### config.mk
export PLATFORM = sky130hd
export DESIGN_NAME = gpio_sticky_ctrl
export DESIGN_NICKNAME = d
export VERILOG_FILES = /design/src/rtl/gpio_pkg.sv /design/src/rtl/gpio_cfg_regs.sv /design/src/rtl/gpio_pin_resolve.sv /design/src/rtl/gpio_event_track.sv /design/src/rtl/gpio_sticky_ctrl.sv
export SDC_FILE = /design/constraint.sdc
export NUM_CORES = 2
export LEC_CHECK = 0
export ABC_AREA = 1
export BUFFER_PORTS_ARGS = -buffer_cell sky130_fd_sc_hd__buf_2
export CAP_MARGIN = 10
export CORE_AREA = 4 4 338 340
export CTS_CLUSTER_DIAMETER = 120
export CTS_CLUSTER_SIZE = 14
export DETAILED_ROUTE_END_ITERATION = 7
export DIE_AREA = 0 0 342 344
export HOLD_SLACK_MARGIN = 0.05
export PLACE_DENSITY = 0.66
export RECOVER_POWER = 50
export SLEW_MARGIN = 20
export SYNTH_ARGS = -nofsm -noshare
export SYNTH_HDL_FRONTEND = slang
export SYNTH_HIERARCHICAL = 1
export SYNTH_SLANG_ARGS = --single-unit
### constraint.sdc
create_clock -name clk -period 3.1 [get_ports clk]
set_input_delay 0.155 -clock clk [delete_from_list [all_inputs] [get_ports clk]]
set_output_delay 0.155 -clock clk [all_outputs]
set_load 0.01 [all_outputs]
### src/rtl/gpio_pkg.sv
package gpio_pkg;

    localparam int DATA_W = 32;
    localparam int ADDR_W = 8;
    localparam int SEL_W  = 5;
    localparam int NSLOT  = 2 ** SEL_W;

    typedef enum logic [SEL_W-1:0] {
        REG_VAL     = 5'd0,
        REG_IEN     = 5'd1,
        REG_OEN     = 5'd2,
        REG_ODAT    = 5'd3,
        REG_OINV    = 5'd4,
        REG_PULL    = 5'd5,
        REG_DRV     = 5'd6,
        REG_ALTEN   = 5'd7,
        REG_ALTSEL  = 5'd8,
        REG_HI_EN   = 5'd9,
        REG_HI_PD   = 5'd10,
        REG_LO_EN   = 5'd11,
        REG_LO_PD   = 5'd12,
        REG_RISE_EN = 5'd13,
        REG_RISE_PD = 5'd14,
        REG_FALL_EN = 5'd15,
        REG_FALL_PD = 5'd16,
        REG_CONFL   = 5'd17,
        REG_NONE    = 5'd31
    } reg_sel_e;

    localparam logic [ADDR_W-3:0] LAST_WORD = (ADDR_W-2)'(REG_CONFL);

    typedef struct packed {
        logic in_en;
        logic out_en;
        logic out_dat;
        logic out_inv;
        logic pull_en;
    } pin_cfg_t;

    typedef struct packed {
        logic hi;
        logic lo;
        logic rise;
        logic fall;
    } pend_t;

    // Word decode; misaligned or out-of-map addresses select nothing.
    function automatic reg_sel_e decode_addr(input logic [ADDR_W-1:0] a);
        logic [ADDR_W-3:0] word;
        word = a[ADDR_W-1:2];
        if (a[1:0] != 2'b00 || word > LAST_WORD) return REG_NONE;
        return reg_sel_e'(word[SEL_W-1:0]);
    endfunction

    function automatic logic is_ctl_slot(input reg_sel_e s);
        return s inside {REG_IEN, REG_OEN, REG_ODAT, REG_OINV, REG_PULL,
                         REG_DRV, REG_ALTEN, REG_ALTSEL, REG_HI_EN,
                         REG_LO_EN, REG_RISE_EN, REG_FALL_EN};
    endfunction

    // Priority: external driver, then internal output, then pull-up.
    function automatic logic resolve_pin(input pin_cfg_t c, input logic drv,
                                         input logic ext);
        logic oval;
        oval = c.out_en & (c.out_dat ^ c.out_inv);
        if (drv)      return ext;
        if (c.out_en) return oval;
        return c.pull_en;
    endfunction

    function automatic logic sticky_next(input logic cur, input logic set,
                                         input logic clr);
        return set | (cur & ~clr);
    endfunction

endpackage

### src/rtl/gpio_cfg_regs.sv
module gpio_cfg_regs
    import gpio_pkg::*;
#(
    parameter int NPINS = 32
) (
    input  logic                         clk,
    input  logic                         rst,
    input  logic                         wr_en,
    input  reg_sel_e                     sel,
    input  logic [NPINS-1:0]             wdata,
    output logic [NSLOT-1:0][NPINS-1:0]  ctl_q
);

    always_ff @(posedge clk) begin
        if (rst) begin
            ctl_q <= '0;
        end else if (wr_en && is_ctl_slot(sel)) begin
            ctl_q[sel] <= wdata;
        end
    end

    // writes outside the control words leave every control word alone
    p_unmapped_ignored_r9: assert property (@(posedge clk) disable iff (rst)
        (wr_en && !is_ctl_slot(sel)) |=> $stable(ctl_q))
        else $error("write to non-control slot changed control state");

endmodule

### src/rtl/gpio_pin_resolve.sv
module gpio_pin_resolve
    import gpio_pkg::*;
#(
    parameter int NPINS = 32
) (
    input  logic             clk,
    input  logic             rst,
    input  logic [NPINS-1:0] ext_val,
    input  logic [NPINS-1:0] ext_drv,
    input  logic [NPINS-1:0] ien,
    input  logic [NPINS-1:0] oen,
    input  logic [NPINS-1:0] odat,
    input  logic [NPINS-1:0] oinv,
    input  logic [NPINS-1:0] pull,
    output logic [NPINS-1:0] drv_q,
    output logic [NPINS-1:0] pin_val,
    output logic [NPINS-1:0] samp
);

    logic [NPINS-1:0] ext_q;

    always_ff @(posedge clk) begin
        if (rst) begin
            drv_q <= '0;
            ext_q <= '0;
        end else begin
            drv_q <= ext_drv;
            ext_q <= ext_val;
        end
    end

    for (genvar i = 0; i < NPINS; i++) begin : g_pin
        pin_cfg_t cfg;
        assign cfg        = '{in_en: ien[i], out_en: oen[i], out_dat: odat[i],
                              out_inv: oinv[i], pull_en: pull[i]};
        assign pin_val[i] = resolve_pin(cfg, drv_q[i], ext_q[i]);
        assign samp[i]    = cfg.in_en & pin_val[i];
    end

    // the driven mask follows the port with exactly one edge of delay
    p_capture_delay_r12: assert property (@(posedge clk) disable iff (rst)
        1'b1 |=> drv_q == $past(ext_drv))
        else $error("driven mask not captured one edge later");

endmodule

### src/rtl/gpio_event_track.sv
module gpio_event_track
    import gpio_pkg::*;
#(
    parameter int NPINS = 32
) (
    input  logic             clk,
    input  logic             rst,
    input  logic [NPINS-1:0] samp,
    input  logic [NPINS-1:0] drv_q,
    input  logic [NPINS-1:0] oen,
    input  logic [NPINS-1:0] hi_en,
    input  logic [NPINS-1:0] lo_en,
    input  logic [NPINS-1:0] rise_en,
    input  logic [NPINS-1:0] fall_en,
    input  logic             wr_en,
    input  reg_sel_e         sel,
    input  logic [NPINS-1:0] wdata,
    output logic [NPINS-1:0] sval,
    output logic [NPINS-1:0] hi_pd,
    output logic [NPINS-1:0] lo_pd,
    output logic [NPINS-1:0] rise_pd,
    output logic [NPINS-1:0] fall_pd,
    output logic [NPINS-1:0] confl,
    output logic [NPINS-1:0] irq
);

    pend_t clr_cls;
    logic  clr_conf;

    assign clr_cls  = '{hi:   wr_en && sel == REG_HI_PD,
                        lo:   wr_en && sel == REG_LO_PD,
                        rise: wr_en && sel == REG_RISE_PD,
                        fall: wr_en && sel == REG_FALL_PD};
    assign clr_conf = wr_en && sel == REG_CONFL;

    for (genvar i = 0; i < NPINS; i++) begin : g_pin
        pend_t pend_q, pend_set, pend_clr, pend_en;
        logic  sval_q, conf_q, conf_set, conf_clr;

        assign pend_set = '{hi: samp[i], lo: ~samp[i],
                            rise: samp[i] & ~sval_q,
                            fall: ~samp[i] & sval_q};
        assign pend_clr = clr_cls & {4{wdata[i]}};
        assign pend_en  = '{hi: hi_en[i], lo: lo_en[i],
                            rise: rise_en[i], fall: fall_en[i]};
        assign conf_set = drv_q[i] & oen[i];
        assign conf_clr = clr_conf & wdata[i];

        always_ff @(posedge clk) begin
            if (rst) begin
                pend_q <= '0;
                sval_q <= 1'b0;
                conf_q <= 1'b0;
            end else begin
                pend_q.hi   <= sticky_next(pend_q.hi,   pend_set.hi,   pend_clr.hi);
                pend_q.lo   <= sticky_next(pend_q.lo,   pend_set.lo,   pend_clr.lo);
                pend_q.rise <= sticky_next(pend_q.rise, pend_set.rise, pend_clr.rise);
                pend_q.fall <= sticky_next(pend_q.fall, pend_set.fall, pend_clr.fall);
                sval_q      <= samp[i];
                conf_q      <= sticky_next(conf_q, conf_set, conf_clr);
            end
        end

        assign sval[i]    = sval_q;
        assign hi_pd[i]   = pend_q.hi;
        assign lo_pd[i]   = pend_q.lo;
        assign rise_pd[i] = pend_q.rise;
        assign fall_pd[i] = pend_q.fall;
        assign confl[i]   = conf_q;
        assign irq[i]     = |(pend_q & pend_en);

        // a high flag not being cleared stays set
        p_hi_sticky_r4: assert property (@(posedge clk) disable iff (rst)
            (pend_q.hi && !(clr_cls.hi && wdata[i])) |=> pend_q.hi)
            else $error("high pending dropped without a clear");
        // a low sampled level always leaves the low flag set
        p_lo_level_r4: assert property (@(posedge clk) disable iff (rst)
            !samp[i] |=> pend_q.lo)
            else $error("low pending missing while level low");
        // a 0->1 step of the sampled level sets rise
        p_rise_edge_r5: assert property (@(posedge clk) disable iff (rst)
            (samp[i] && !sval[i]) |=> pend_q.rise)
            else $error("rise pending missing after 0->1");
        // a 1->0 step of the sampled level sets fall
        p_fall_edge_r5: assert property (@(posedge clk) disable iff (rst)
            (!samp[i] && sval[i]) |=> pend_q.fall)
            else $error("fall pending missing after 1->0");
        // a clear with no competing set empties the flag
        p_w1c_r6: assert property (@(posedge clk) disable iff (rst)
            (clr_cls.hi && wdata[i] && !samp[i]) |=> !pend_q.hi)
            else $error("high pending survived a write-1 clear");
        // set wins over a simultaneous clear
        p_set_wins_r6: assert property (@(posedge clk) disable iff (rst)
            (clr_cls.hi && wdata[i] && samp[i]) |=> pend_q.hi)
            else $error("clear beat a live high level");
        // contention is recorded
        p_contention_r10: assert property (@(posedge clk) disable iff (rst)
            (drv_q[i] && oen[i]) |=> confl[i])
            else $error("contention not recorded");
    end

endmodule

### src/rtl/gpio_sticky_ctrl.sv
module gpio_sticky_ctrl
    import gpio_pkg::*;
#(
    parameter int NPINS = 32
) (
    input  logic              clk,
    input  logic              rst,
    input  logic [ADDR_W-1:0] bus_addr,
    input  logic              bus_wr,
    input  logic [DATA_W-1:0] bus_wdata,
    output logic [DATA_W-1:0] bus_rdata,
    input  logic [NPINS-1:0]  pin_in,
    input  logic [NPINS-1:0]  pin_driven,
    output logic [NPINS-1:0]  pin_out,
    output logic [NPINS-1:0]  irq
);

    reg_sel_e                    sel;
    logic [NSLOT-1:0][NPINS-1:0] ctl;
    logic [NPINS-1:0]            wdata;
    logic [NPINS-1:0]            drv_q, samp;
    logic [NPINS-1:0]            sval, hi_pd, lo_pd, rise_pd, fall_pd, confl;

    assign sel   = decode_addr(bus_addr);
    assign wdata = bus_wdata[NPINS-1:0];

    gpio_cfg_regs #(.NPINS(NPINS)) u_regs (
        .clk   (clk),
        .rst   (rst),
        .wr_en (bus_wr),
        .sel   (sel),
        .wdata (wdata),
        .ctl_q (ctl)
    );

    gpio_pin_resolve #(.NPINS(NPINS)) u_resolve (
        .clk     (clk),
        .rst     (rst),
        .ext_val (pin_in),
        .ext_drv (pin_driven),
        .ien     (ctl[REG_IEN]),
        .oen     (ctl[REG_OEN]),
        .odat    (ctl[REG_ODAT]),
        .oinv    (ctl[REG_OINV]),
        .pull    (ctl[REG_PULL]),
        .drv_q   (drv_q),
        .pin_val (pin_out),
        .samp    (samp)
    );

    gpio_event_track #(.NPINS(NPINS)) u_track (
        .clk     (clk),
        .rst     (rst),
        .samp    (samp),
        .drv_q   (drv_q),
        .oen     (ctl[REG_OEN]),
        .hi_en   (ctl[REG_HI_EN]),
        .lo_en   (ctl[REG_LO_EN]),
        .rise_en (ctl[REG_RISE_EN]),
        .fall_en (ctl[REG_FALL_EN]),
        .wr_en   (bus_wr),
        .sel     (sel),
        .wdata   (wdata),
        .sval    (sval),
        .hi_pd   (hi_pd),
        .lo_pd   (lo_pd),
        .rise_pd (rise_pd),
        .fall_pd (fall_pd),
        .confl   (confl),
        .irq     (irq)
    );

    always_comb begin
        unique case (sel)
            REG_VAL:     bus_rdata = DATA_W'(sval);
            REG_HI_PD:   bus_rdata = DATA_W'(hi_pd);
            REG_LO_PD:   bus_rdata = DATA_W'(lo_pd);
            REG_RISE_PD: bus_rdata = DATA_W'(rise_pd);
            REG_FALL_PD: bus_rdata = DATA_W'(fall_pd);
            REG_CONFL:   bus_rdata = DATA_W'(confl);
            REG_NONE:    bus_rdata = '0;
            default:     bus_rdata = DATA_W'(ctl[sel]);
        endcase
    end

    // nothing visible while reset is held after the first edge
    p_reset_quiet_r8: assert property (@(posedge clk)
        rst |=> (irq == '0 && bus_rdata == '0 || !rst))
        else $error("outputs not quiet in reset");

endmodule

==> flow_summary.json <==
{
  "finalHoldViolCount": 0,
  "dr.pass1.iters": 8,
  "initial_core_util": 0.368,
  "startpoint_type": "input pin",
  "grt_max_degree": 152,
  "root_buffer": "clkbuf_16",
  "vias": 43100,
  "fmax_ghz": 0.336,
  "dp_hpwl_mm": 98.0,
  "placed_area_sq_um": 43100,
  "min_path_cells": 4,
  "min_path_type": "input pin to flop",
  "die_x_um": 342,
  "grt_pass1_wl_mm": 238,
  "cts_max_level": 2,
  "drtIter0Drc": 5605,
  "fillers": 11800,
  "drv_cap": 2,
  "crit_path_max_incr_delay_ns": 0.94,
  "finish.utilization": 0.408,
  "cp_data_arrival_time_ns": 3.53,
  "slew_headroom": -0.337,
  "area_growth_pct": 10.9,
  "clk_pin_slew_ns": 0.07,
  "p_leak_nw": 20.2,
  "die_y_um": 344,
  "syn-cell-area_sq_um": 41000,
  "drive_gt1_frac": 0.0626,
  "r2r_cells": 10,
  "finalInstanceArea_sq_um": 45500,
  "drcViolationCount": 0,
  "finClkSkew_ns": 0.0157,
  "status": "finished, violations left",
  "ant_nets": 0,
  "clkSinkCount": 768,
  "slew_violations": 125,
  "avgViaCountPerCell": 5.22,
  "antenna_found_initial": 2,
  "tns_ns": 0,
  "rsz0062_at_grt": "false",
  "cts_setup_buffers": 0,
  "routed_wl_mm": 161,
  "cts_tree": "built",
  "overflow": 0,
  "ios": 203,
  "core-area_sq_um": 112000,
  "clkLatencyLatePin_ns": 0.67,
  "port_buffers": 202,
  "fin_crit_sh": 0.960,
  "path_cells": "buf_2, inv_2, nand2_1, nand2_8, nand3_4, clkbuf_2, nand2_1, nor3_4, buf_2, nand3_1, nand2_1, nand2_1",
  "worstSetupPathType": "input pin to flop",
  "endpoint_kind": "flop",
  "syn_area_per_cell_sq_um": 6.04,
  "power.density_nw_per_um2": 409,
  "yosysWarnings": 6,
  "layout_min_cycle_time_ns": 2.98,
  "finalSetupViolCount": 0,
  "cp_common_cell": "nand2_1",
  "numCtsBuffers": 60,
  "syn_inst": 6791,
  "grt_pass1_vias": 38800,
  "cts_buffer_depth": 3,
  "required_ns": 3.66,
  "violations": "max-capacitance violations, max-slew violations",
  "slowest_stage": "buf_2",
  "cp_max_fo": 35,
  "worst_pin_slew_ns": 2.00,
  "grt_util_all_layers": 0.260,
  "routabilityCongestion": 0.922,
  "ir_drop_mv": 0.466,
  "die_area_sq_um": 118000,
  "placementRows": 123,
  "fin_nets": 6861,
  "wl_per_cell_um": 19.5,
  "syn_nets": 6898
}
-- layer usage --
layer / track usage / wire length (um)
met1: 0.350 / 65100
met2: 0.395 / 67600
met3: 0.0607 / 19900
met4: 0.120 / 8180
met5: 0 / 0
-- worst paths after layout --
kind                           from             endpoint  slack (ns)
setup / recovery        bus_addr[3]    u_track/hi_pd[17]        0.12
hold / removal               bus_wr     u_regs/ctl_q[79]        0.08
setup reg to reg  u_regs/ctl_q[112]  u_track/rise_pd[16]        1.20
hold reg to reg   u_regs/ctl_q[346]    u_regs/ctl_q[346]        0.42
-- critical path, delay by kind of cell --
family	cells	cell delay, ns
simple gates	8	1.32
buf+inv	4	2.03
-- cell type report --
cell class	count	area (sq um)	share of cell area
multi-input combinational	4303	18800	0.413
antenna	1	2.50	0.0000550
timing repair buffer	417	3360	0.0738
clock inverter	2	17.5	0.000385
tap	1500	1880	0.0412
inverter	1204	4530	0.0997
clock buffer	62	1540	0.0338
sequential	768	15400	0.338
-- cells in the final DEF (no fill, tap or decap), types with 2 or more instances in the layout --
| cell | instances |
|---|---|
| clkbuf_2 | 6 |
| nand3_4 | 3 |
| clkbuf_4 | 2 |
| nor2_1 | 774 |
| inv_6 | 3 |
| dlygate4sd3_1 | 97 |
| nand2_1 | 2273 |
| a21oi_1 | 250 |
| nand4_1 | 603 |
| nor2_2 | 13 |
| nor3_4 | 2 |
| buf_12 | 45 |
| inv_2 | 50 |
| clkbuf_16 | 61 |
| buf_4 | 64 |
| buf_2 | 150 |
| a22o_1 | 31 |
| nand2_2 | 4 |
| inv_1 | 1151 |
| clkbuf_1 | 52 |
| nand3_2 | 2 |
| nor2_4 | 9 |
| dfxtp_1 | 768 |
| o21ai_0 | 31 |
| nand3_1 | 301 |
-- sequential cells by signal, summed over array words and instances, names as in the netlist --
signal	flops
u_track/g_pin.conf_q	32
u_track/hi_pd	32
u_track/fall_pd	32
u_resolve/drv_q	32
u_track/g_pin.sval_q	32
u_regs/ctl_q	512
u_track/lo_pd	32
u_track/rise_pd	32
u_resolve/ext_q	32
-- per-stage QoR --
stage / cells / power, mW / hold WS (ns) / setup WS [ns]
final: 8257 / 18.6 / 0.0846 / 0.125
after global routing: 8256 / 19.0 / 0.111 / 0.0805
after CTS: 8256 / 18.7 / 0.0555 / 0.364
after detailed placement: 8095 / 11.5 / 0.362 / 0.377
after global placement: 8095 / 11.5 / 0.362 / 0.463
after floorplan: 6791 / 10.9 / 0.262 / 0.907
-- timing repair --
item	4_1_cts	5_1_grt
hold buffers	97	0
gates resized for setup	0	0
hold endpoints to repair	289	0
-- power breakdown --
group | internal [mW] | switching (mW)
sequential | 9.93 | 0.0582
clock | 3.48 | 3.71
combinational | 0.358 | 1.06
total | 13.8 | 4.83
Note: power is estimated with default switching activity, not from simulation.
